`src/rtl/nvseq_pkg.sv`:
```
package nvseq_pkg;
  typedef enum logic [2:0] {
    S_DOWN, S_RCL_CLR, S_RCL_XFER, S_IDLE, S_GRACE, S_STORE
  } state_e;

  typedef struct packed {
    logic auto_st;
    logic hw_st;
    logic sw_st;
    logic sw_rc;
  } grant_t;

  localparam int unsigned NUM_REQ = 4;
endpackage

```
`src/rtl/nvseq_timer.sv`:
```
module nvseq_timer #(
  parameter int unsigned W = 8
) (
  input  logic         clk_i,
  input  logic         rst_ni,
  input  logic         load_i,
  input  logic [W-1:0] val_i,
  output logic         zero_o
);
  logic [W-1:0] cnt_q;

  always_ff @(posedge clk_i or negedge rst_ni) begin
    if (!rst_ni)           cnt_q <= '0;
    else if (load_i)       cnt_q <= val_i;
    else if (cnt_q != '0)  cnt_q <= cnt_q - 1'b1;
  end

  assign zero_o = (cnt_q == '0);
endmodule

```
`src/rtl/nvseq_dirty.sv`:
```
module nvseq_dirty (
  input  logic clk_i,
  input  logic rst_ni,
  input  logic set_i,
  input  logic clr_i,
  output logic dirty_o
);
  logic dirty_q;

  always_ff @(posedge clk_i or negedge rst_ni) begin
    if (!rst_ni)     dirty_q <= 1'b0;
    else if (clr_i)  dirty_q <= 1'b0;
    else if (set_i)  dirty_q <= 1'b1;
  end

  assign dirty_o = dirty_q;


  dirty_clear_chk: assert property (@(posedge clk_i) disable iff (!rst_ni)
    clr_i |=> !dirty_q);


  dirty_set_chk: assert property (@(posedge clk_i) disable iff (!rst_ni)
    (set_i && !clr_i) |=> dirty_q);


  set_clr_excl_chk: assert property (@(posedge clk_i) disable iff (!rst_ni)
    !(set_i && clr_i));
endmodule

```
`src/rtl/nvseq_arb.sv`:
```
module nvseq_arb
  import nvseq_pkg::*;
(
  input  logic   clk_i,
  input  logic   rst_ni,
  input  logic   idle_i,
  input  logic   pwr_ok_i,
  input  logic   hsb_i,
  input  logic   dirty_i,
  input  logic   sw_valid_i,
  input  logic   sw_recall_i,
  output grant_t gnt_o
);
  logic               hsb_q;
  logic               hsb_fall;
  logic [NUM_REQ-1:0] req;
  logic [NUM_REQ-1:0] gnt;

  always_ff @(posedge clk_i or negedge rst_ni) begin
    if (!rst_ni) hsb_q <= 1'b1;
    else         hsb_q <= hsb_i;
  end

  assign hsb_fall = hsb_q & ~hsb_i;

  // index order is priority order
  assign req[0] = idle_i & ~pwr_ok_i & dirty_i;
  assign req[1] = idle_i &  pwr_ok_i & hsb_fall & dirty_i;
  assign req[2] = idle_i &  pwr_ok_i & sw_valid_i & ~sw_recall_i;
  assign req[3] = idle_i &  pwr_ok_i & sw_valid_i &  sw_recall_i;

  always_comb begin
    logic found;
    found = 1'b0;
    gnt   = '0;
    for (int i = 0; i < NUM_REQ; i++) begin
      if (req[i] && !found) begin
        gnt[i] = 1'b1;
        found  = 1'b1;
      end
    end
  end

  assign gnt_o = '{auto_st: gnt[0], hw_st: gnt[1], sw_st: gnt[2], sw_rc: gnt[3]};


  grant_onehot_chk: assert property (@(posedge clk_i) disable iff (!rst_ni)
    $onehot0(gnt));


  grant_idle_chk: assert property (@(posedge clk_i) disable iff (!rst_ni)
    (gnt != '0) |-> idle_i);
endmodule

```
`src/rtl/nvseq_ctrl.sv`:
```
module nvseq_ctrl
  import nvseq_pkg::*;
#(
  parameter int unsigned GRACE_CYC = 3500,
  parameter int unsigned STORE_CYC = 400000,
  parameter int unsigned CLR_CYC   = 64,
  parameter int unsigned XFER_CYC  = 1000
) (
  input  logic clk_i,
  input  logic rst_ni,
  input  logic pwr_ok_i,
  input  logic hsb_i,
  output logic hsb_drive_o,
  input  logic wr_strobe_i,
  input  logic sw_cmd_valid_i,
  input  logic sw_cmd_recall_i,
  output logic access_en_o,
  output logic store_en_o,
  output logic clr_en_o,
  output logic xfer_en_o,
  output logic done_o
);
  localparam int unsigned MAX_AB = (GRACE_CYC > STORE_CYC) ? GRACE_CYC : STORE_CYC;
  localparam int unsigned MAX_CD = (CLR_CYC > XFER_CYC) ? CLR_CYC : XFER_CYC;
  localparam int unsigned MAX_C  = (MAX_AB > MAX_CD) ? MAX_AB : MAX_CD;
  localparam int unsigned CNT_W  = (MAX_C > 1) ? $clog2(MAX_C) : 1;

  localparam logic [CNT_W-1:0] LD_GRACE = CNT_W'(GRACE_CYC - 1);
  localparam logic [CNT_W-1:0] LD_STORE = CNT_W'(STORE_CYC - 1);
  localparam logic [CNT_W-1:0] LD_CLR   = CNT_W'(CLR_CYC - 1);
  localparam logic [CNT_W-1:0] LD_XFER  = CNT_W'(XFER_CYC - 1);

  state_e           state_q, state_d;
  logic             ld;
  logic [CNT_W-1:0] ld_val;
  logic             tmr_zero;
  logic             finish;
  logic             hw_set;
  logic             hw_flag_q;
  logic             done_q;
  logic             dirty;
  logic             idle;
  grant_t           gnt;

  assign idle = (state_q == S_IDLE);

  nvseq_arb i_arb (
    .clk_i      (clk_i),
    .rst_ni     (rst_ni),
    .idle_i     (idle),
    .pwr_ok_i   (pwr_ok_i),
    .hsb_i      (hsb_i),
    .dirty_i    (dirty),
    .sw_valid_i (sw_cmd_valid_i),
    .sw_recall_i(sw_cmd_recall_i),
    .gnt_o      (gnt)
  );

  nvseq_timer #(.W(CNT_W)) i_timer (
    .clk_i (clk_i),
    .rst_ni(rst_ni),
    .load_i(ld),
    .val_i (ld_val),
    .zero_o(tmr_zero)
  );

  nvseq_dirty i_dirty (
    .clk_i  (clk_i),
    .rst_ni (rst_ni),
    .set_i  (wr_strobe_i & access_en_o),
    .clr_i  (finish),
    .dirty_o(dirty)
  );

  always_comb begin
    state_d = state_q;
    ld      = 1'b0;
    ld_val  = '0;
    finish  = 1'b0;
    hw_set  = 1'b0;
    unique case (state_q)
      S_DOWN: if (pwr_ok_i) begin
        state_d = S_RCL_CLR; ld = 1'b1; ld_val = LD_CLR;
      end
      S_RCL_CLR: begin
        if (!pwr_ok_i) state_d = S_DOWN;
        else if (tmr_zero) begin
          state_d = S_RCL_XFER; ld = 1'b1; ld_val = LD_XFER;
        end
      end
      S_RCL_XFER: begin
        if (!pwr_ok_i) state_d = S_DOWN;
        else if (tmr_zero) begin
          state_d = S_IDLE; finish = 1'b1;
        end
      end
      S_IDLE: begin
        if (!pwr_ok_i) begin
          if (gnt.auto_st) begin
            state_d = S_STORE; ld = 1'b1; ld_val = LD_STORE;
          end else begin
            state_d = S_DOWN;
          end
        end else if (gnt.hw_st) begin
          state_d = S_GRACE; ld = 1'b1; ld_val = LD_GRACE; hw_set = 1'b1;
        end else if (gnt.sw_st) begin
          state_d = S_STORE; ld = 1'b1; ld_val = LD_STORE;
        end else if (gnt.sw_rc) begin
          state_d = S_RCL_CLR; ld = 1'b1; ld_val = LD_CLR;
        end
      end
      S_GRACE: if (!pwr_ok_i || tmr_zero) begin
        state_d = S_STORE; ld = 1'b1; ld_val = LD_STORE;
      end
      S_STORE: if (tmr_zero) begin
        state_d = pwr_ok_i ? S_IDLE : S_DOWN;
        finish  = 1'b1;
      end
      default: state_d = S_DOWN;
    endcase
  end

  always_ff @(posedge clk_i or negedge rst_ni) begin
    if (!rst_ni) begin
      state_q   <= S_DOWN;
      done_q    <= 1'b0;
      hw_flag_q <= 1'b0;
    end else begin
      state_q <= state_d;
      done_q  <= finish;
      if (finish)      hw_flag_q <= 1'b0;
      else if (hw_set) hw_flag_q <= 1'b1;
    end
  end

  assign access_en_o = pwr_ok_i & (idle | (state_q == S_GRACE));
  assign store_en_o  = (state_q == S_STORE);
  assign clr_en_o    = (state_q == S_RCL_CLR);
  assign xfer_en_o   = (state_q == S_RCL_XFER);
  assign hsb_drive_o = hw_flag_q;
  assign done_o      = done_q;


  access_gate_chk: assert property (@(posedge clk_i) disable iff (!rst_ni)
    access_en_o |-> !(store_en_o || clr_en_o || xfer_en_o));


  engine_excl_chk: assert property (@(posedge clk_i) disable iff (!rst_ni)
    $onehot0({store_en_o, clr_en_o, xfer_en_o}));


  clr_before_xfer_chk: assert property (@(posedge clk_i) disable iff (!rst_ni)
    $rose(xfer_en_o) |-> $past(clr_en_o));


  hsb_release_chk: assert property (@(posedge clk_i) disable iff (!rst_ni)
    $fell(hsb_drive_o) |-> done_o);


  done_pulse_chk: assert property (@(posedge clk_i) disable iff (!rst_ni)
    done_o |=> !done_o);


  done_source_chk: assert property (@(posedge clk_i) disable iff (!rst_ni)
    done_o |-> ($past(store_en_o) || $past(xfer_en_o)));


  no_clean_store_chk: assert property (@(posedge clk_i) disable iff (!rst_ni)
    (idle && !pwr_ok_i && !dirty) |=> !store_en_o);
endmodule

```
`config.mk`:
```
export PLATFORM = sky130hd
export DESIGN_NAME = nvseq_ctrl
export DESIGN_NICKNAME = d
export VERILOG_FILES = /design/src/rtl/nvseq_pkg.sv /design/src/rtl/nvseq_timer.sv /design/src/rtl/nvseq_dirty.sv /design/src/rtl/nvseq_arb.sv /design/src/rtl/nvseq_ctrl.sv
export SDC_FILE = /design/constraint.sdc
export NUM_CORES = 1
export LEC_CHECK = 0
export BUFFER_PORTS_ARGS = -buffer_cell sky130_fd_sc_hd__buf_2
export CORE_UTILIZATION = 53
export DETAILED_ROUTE_END_ITERATION = 6
export HOLD_SLACK_MARGIN = 0.05
export PLACE_DENSITY = 0.75
export SLEW_MARGIN = 25
export SYNTH_ARGS = -nofsm -noshare
export SYNTH_HDL_FRONTEND = slang
export SYNTH_HIERARCHICAL = 1
export SYNTH_SLANG_ARGS = --single-unit
```
`constraint.sdc`:
```
create_clock -name clk_i -period 3.2 [get_ports clk_i]
set_input_delay 0.48 -clock clk_i [delete_from_list [all_inputs] [get_ports clk_i]]
set_output_delay 0.48 -clock clk_i [all_outputs]
set_load 0.05 [all_outputs]
```
==> metrics.md <==
| Metric | Value |
|---|---|
| Status | finished clean |
| Critical Path Start Type | flop |
| Crit. Startpoint | i_timer/cnt_q[9]$_DFFE_PN0P_ |
| Pwr Total | roughly 1.4 mW |
| Setup WS pre-CTS | just over 0.3 ns |
| Global route total overflow | 0 |
| Dpl cells | 241 |
| Hold Vio Cnt, Final | 0 |
| Leak | about 0.8 nW |
| Die area | between 0.003 and 0.004 sq mm |
| Tcrit/Tclk final | between 90% and 100% |
| Hold buffers post-CTS | 0 |
| Dominant synthesized flop cell | dfrtp_1 |
| Tmin final | approximately 2.9 ns |
| Skew final | around 0.0051 ns |
| Register clock-pin slew on the reported worst setup and hold paths | ~0.14 ns |
| H-tree depth | 1 |
| DRT antenna net count | 0 |
| Number of global-route vias before repair | roughly 1.3k |
| DRC Markers | 0 |
| Final Slew Violations | 0 |
| Global-route wire length before repair | 5644 um |
| Num ports | 13 |
| Max VDD drop | around 0.34 mV |
| Core box area | 0.003028 sq mm |
| Worst hold path type | input pin to asynchronous set/reset pin |
| Die width | a little under 60 um |
| Clock sink count | 26 |
| Non-filler instance count after layout | between 200 and 250 |
| Worst skew pair latency | roughly 0.32 ns |
| Die Ht | ~58 um |
| Worst Path Max Fanout | 14 |
| Syn-to-layout area delta | 8.860% |
| CP arrival | ~3.2 ns |
| F_max | around 0.34 GHz |
| RSZ-0062 raised after global routing | false |
| Postcts setup bufs | 0 |
| Slew Limit Headroom | between 60% and 70% |
| Antenna violations before repair | 0 |
| Worst slew pin tran | slightly below 0.6 ns |
| Clock Path Buffers | 2 |
| Reg-to-Reg Start | i_timer/cnt_q[9]$_DFFE_PN0P_ |
| Hold Worst Slack | 0.1275 ns |
| Crit. End Element | flop |
| Syn_area_per_cell | a little over 9 sq um |
| Vias after detailed routing | approximately 1.4k |
| Fraction of registers with async set or reset after synthesis | between 90% and 100% |
| Final setup violation count | 0 |
| CP Class | flop to flop |
| DR vias/cell | between 5 and 6 |
| Largest net degree at the start of global routing | 27 |
| Row count | 20 |
| Wire per inst | approximately 14 um |
| DR iter-0 viols | 52 |
| Post-synthesis cell area | about 0.0017 sq mm |
| Pwr/cell area | roughly 750 mW/mm^2 |
| Seq/Total Area, Yosys | between 30 and 40% |
| EDFF count, synth | 0 |
| Antenna diodes | 0 |
| Yosys cell types | 48 |
| Post-DP HPWL | about 2500 um |
| YS warnings | 6 |
| GP Congestion | about 0.80 |
| Resize count post-CTS | 0 |
| Post-synthesis instance total | about 190 |
| Layout cells sized above 1 | between 10% and 20% |
| Number of CTS-inserted buffers | 3 |
| PnR worst setup slack | about 0.26 ns |
| Gr usage total | approximately 22% |
| Port bufs | 12 |
| FF-to-FF path depth | 9 |
| Maxcap violations | 0 |
| CTS tree | built |
| WP data required | roughly 3.4 ns |
| Setup TNS | 0 ns |
| Initial Util | a little under three fifths |
| 1st-pass router iterations | 4 |
| Post-Route WL | between 3000 and 4000 um |
| Nets | 210 |
| CTS root buf | clkbuf_4 |
| Flops & latches, synth | 26 |
[power by group]
group	switching, mW	internal [mW]	leakage (nW)
sequential	0.118	0.444	0.337
clock	0.0977	0.0489	0.0150
combinational	0.385	0.280	0.439
total	0.600	0.773	0.792
[area by class of cell]
cell class / instances / area, sq um
Fill cell: 280 / 1199
Clock buffer: 4 / 26.28
Multi-Input combinational cell: 147 / 968.4
Inverter: 6 / 22.52
Timing Repair Buffer: 18 / 105.1
Tap cell: 44 / 55.05
Sequential cell: 26 / 651.9
[worst max-delay path, cell delays in order, from the launching register on]
cell      delay [ns]
dfrtp_1         0.44
or4_4           0.55
or3_1           0.48
nor4_4          0.33
nand4b_1        0.16
or2_4           0.28
nand3_1         0.19
buf_4           0.24
nand2_1         0.06
o21ai_0         0.11
[state kept, by name, indices dropped and copies added (netlist names)]
name,cells
i_dirty/dirty_o,1
done_o,1
i_timer/cnt_q,19
state_q,3
i_arb/hsb_q,1
hsb_drive_o,1
[cell families after synthesis]
kind of cell | Yosys count | share of synthesized area (%)
xor+xnor | 16 | 8.339
buf+inv | 15 | 5.137
other cells | 1 | 0.2232
mux | 2 | 1.266
fa+ha+maj | 1 | 0.7445
flops | 26 | 38.79
compound gates | 38 | 15.86
simple gates | 86 | 29.64
[per-stage QoR]
stage	utilization, %	area, sq um
final	60.41	1829
after global routing	60.41	1829
after CTS	60.41	1829
after detailed placement	59.55	1803
after global placement	59.55	1803
after floorplan	-	1707
[worst paths after layout]
check	end	slack [ns]
max	i_timer/cnt_q[17]$_DFFE_PN0P_	0.26
min	i_timer/cnt_q[0]$_DFFE_PN0P_	0.13
max reg2reg	i_timer/cnt_q[17]$_DFFE_PN0P_	0.26
min reg2reg	hsb_drive_o$_DFFE_PN0P_	0.53
max in group asynchronous	i_arb/hsb_q$_DFF_PN1_	2.69
min in group clk_i	i_arb/hsb_q$_DFF_PN1_	0.25
[layout by cell type, fill, tap and decap left out, types with 4 or more instances in the layout]
cell type and instances:
conb_1 4, nand3b_1 5, o31ai_1 8, buf_2 12, o211ai_1 6, nand2_1 26
nor3_1 7, xor2_1 4, xnor2_1 12, dfrtp_1 25, nor2_1 11, or3_1 5
inv_1 5, nand3_1 7, buf_4 6, o21ai_0 14
[routing by layer]
| layer | vias up | global-route usage [%] | share of wire [%] |
|---|---|---|---|
| met5 | - | 0 | 0 |
| met1 | 674 | 29.57 | 47 |
| met2 | 22 | 36.45 | 49 |
| met3 | 5 | 2.418 | 2.2 |
| li1 | 684 | - | - |
| met4 | 0 | 9.184 | 1.4 |
[cell usage after synthesis, types with 5 or more instances]
master    number  area (sq um)
dfrtp_1       25         625.6
nor2_1        11         41.29
xnor2_1       12         105.1
inv_1          5         18.77
or3_1          5         31.28
nand3b_1       5         37.54
nand3_1        7         35.03
nor3_1         7         35.03
nand2_1       26         97.59
o211ai_1       6         45.04
o21ai_0       14         70.07
o31ai_1        8         60.06
Power figures use the tool's default switching activity.
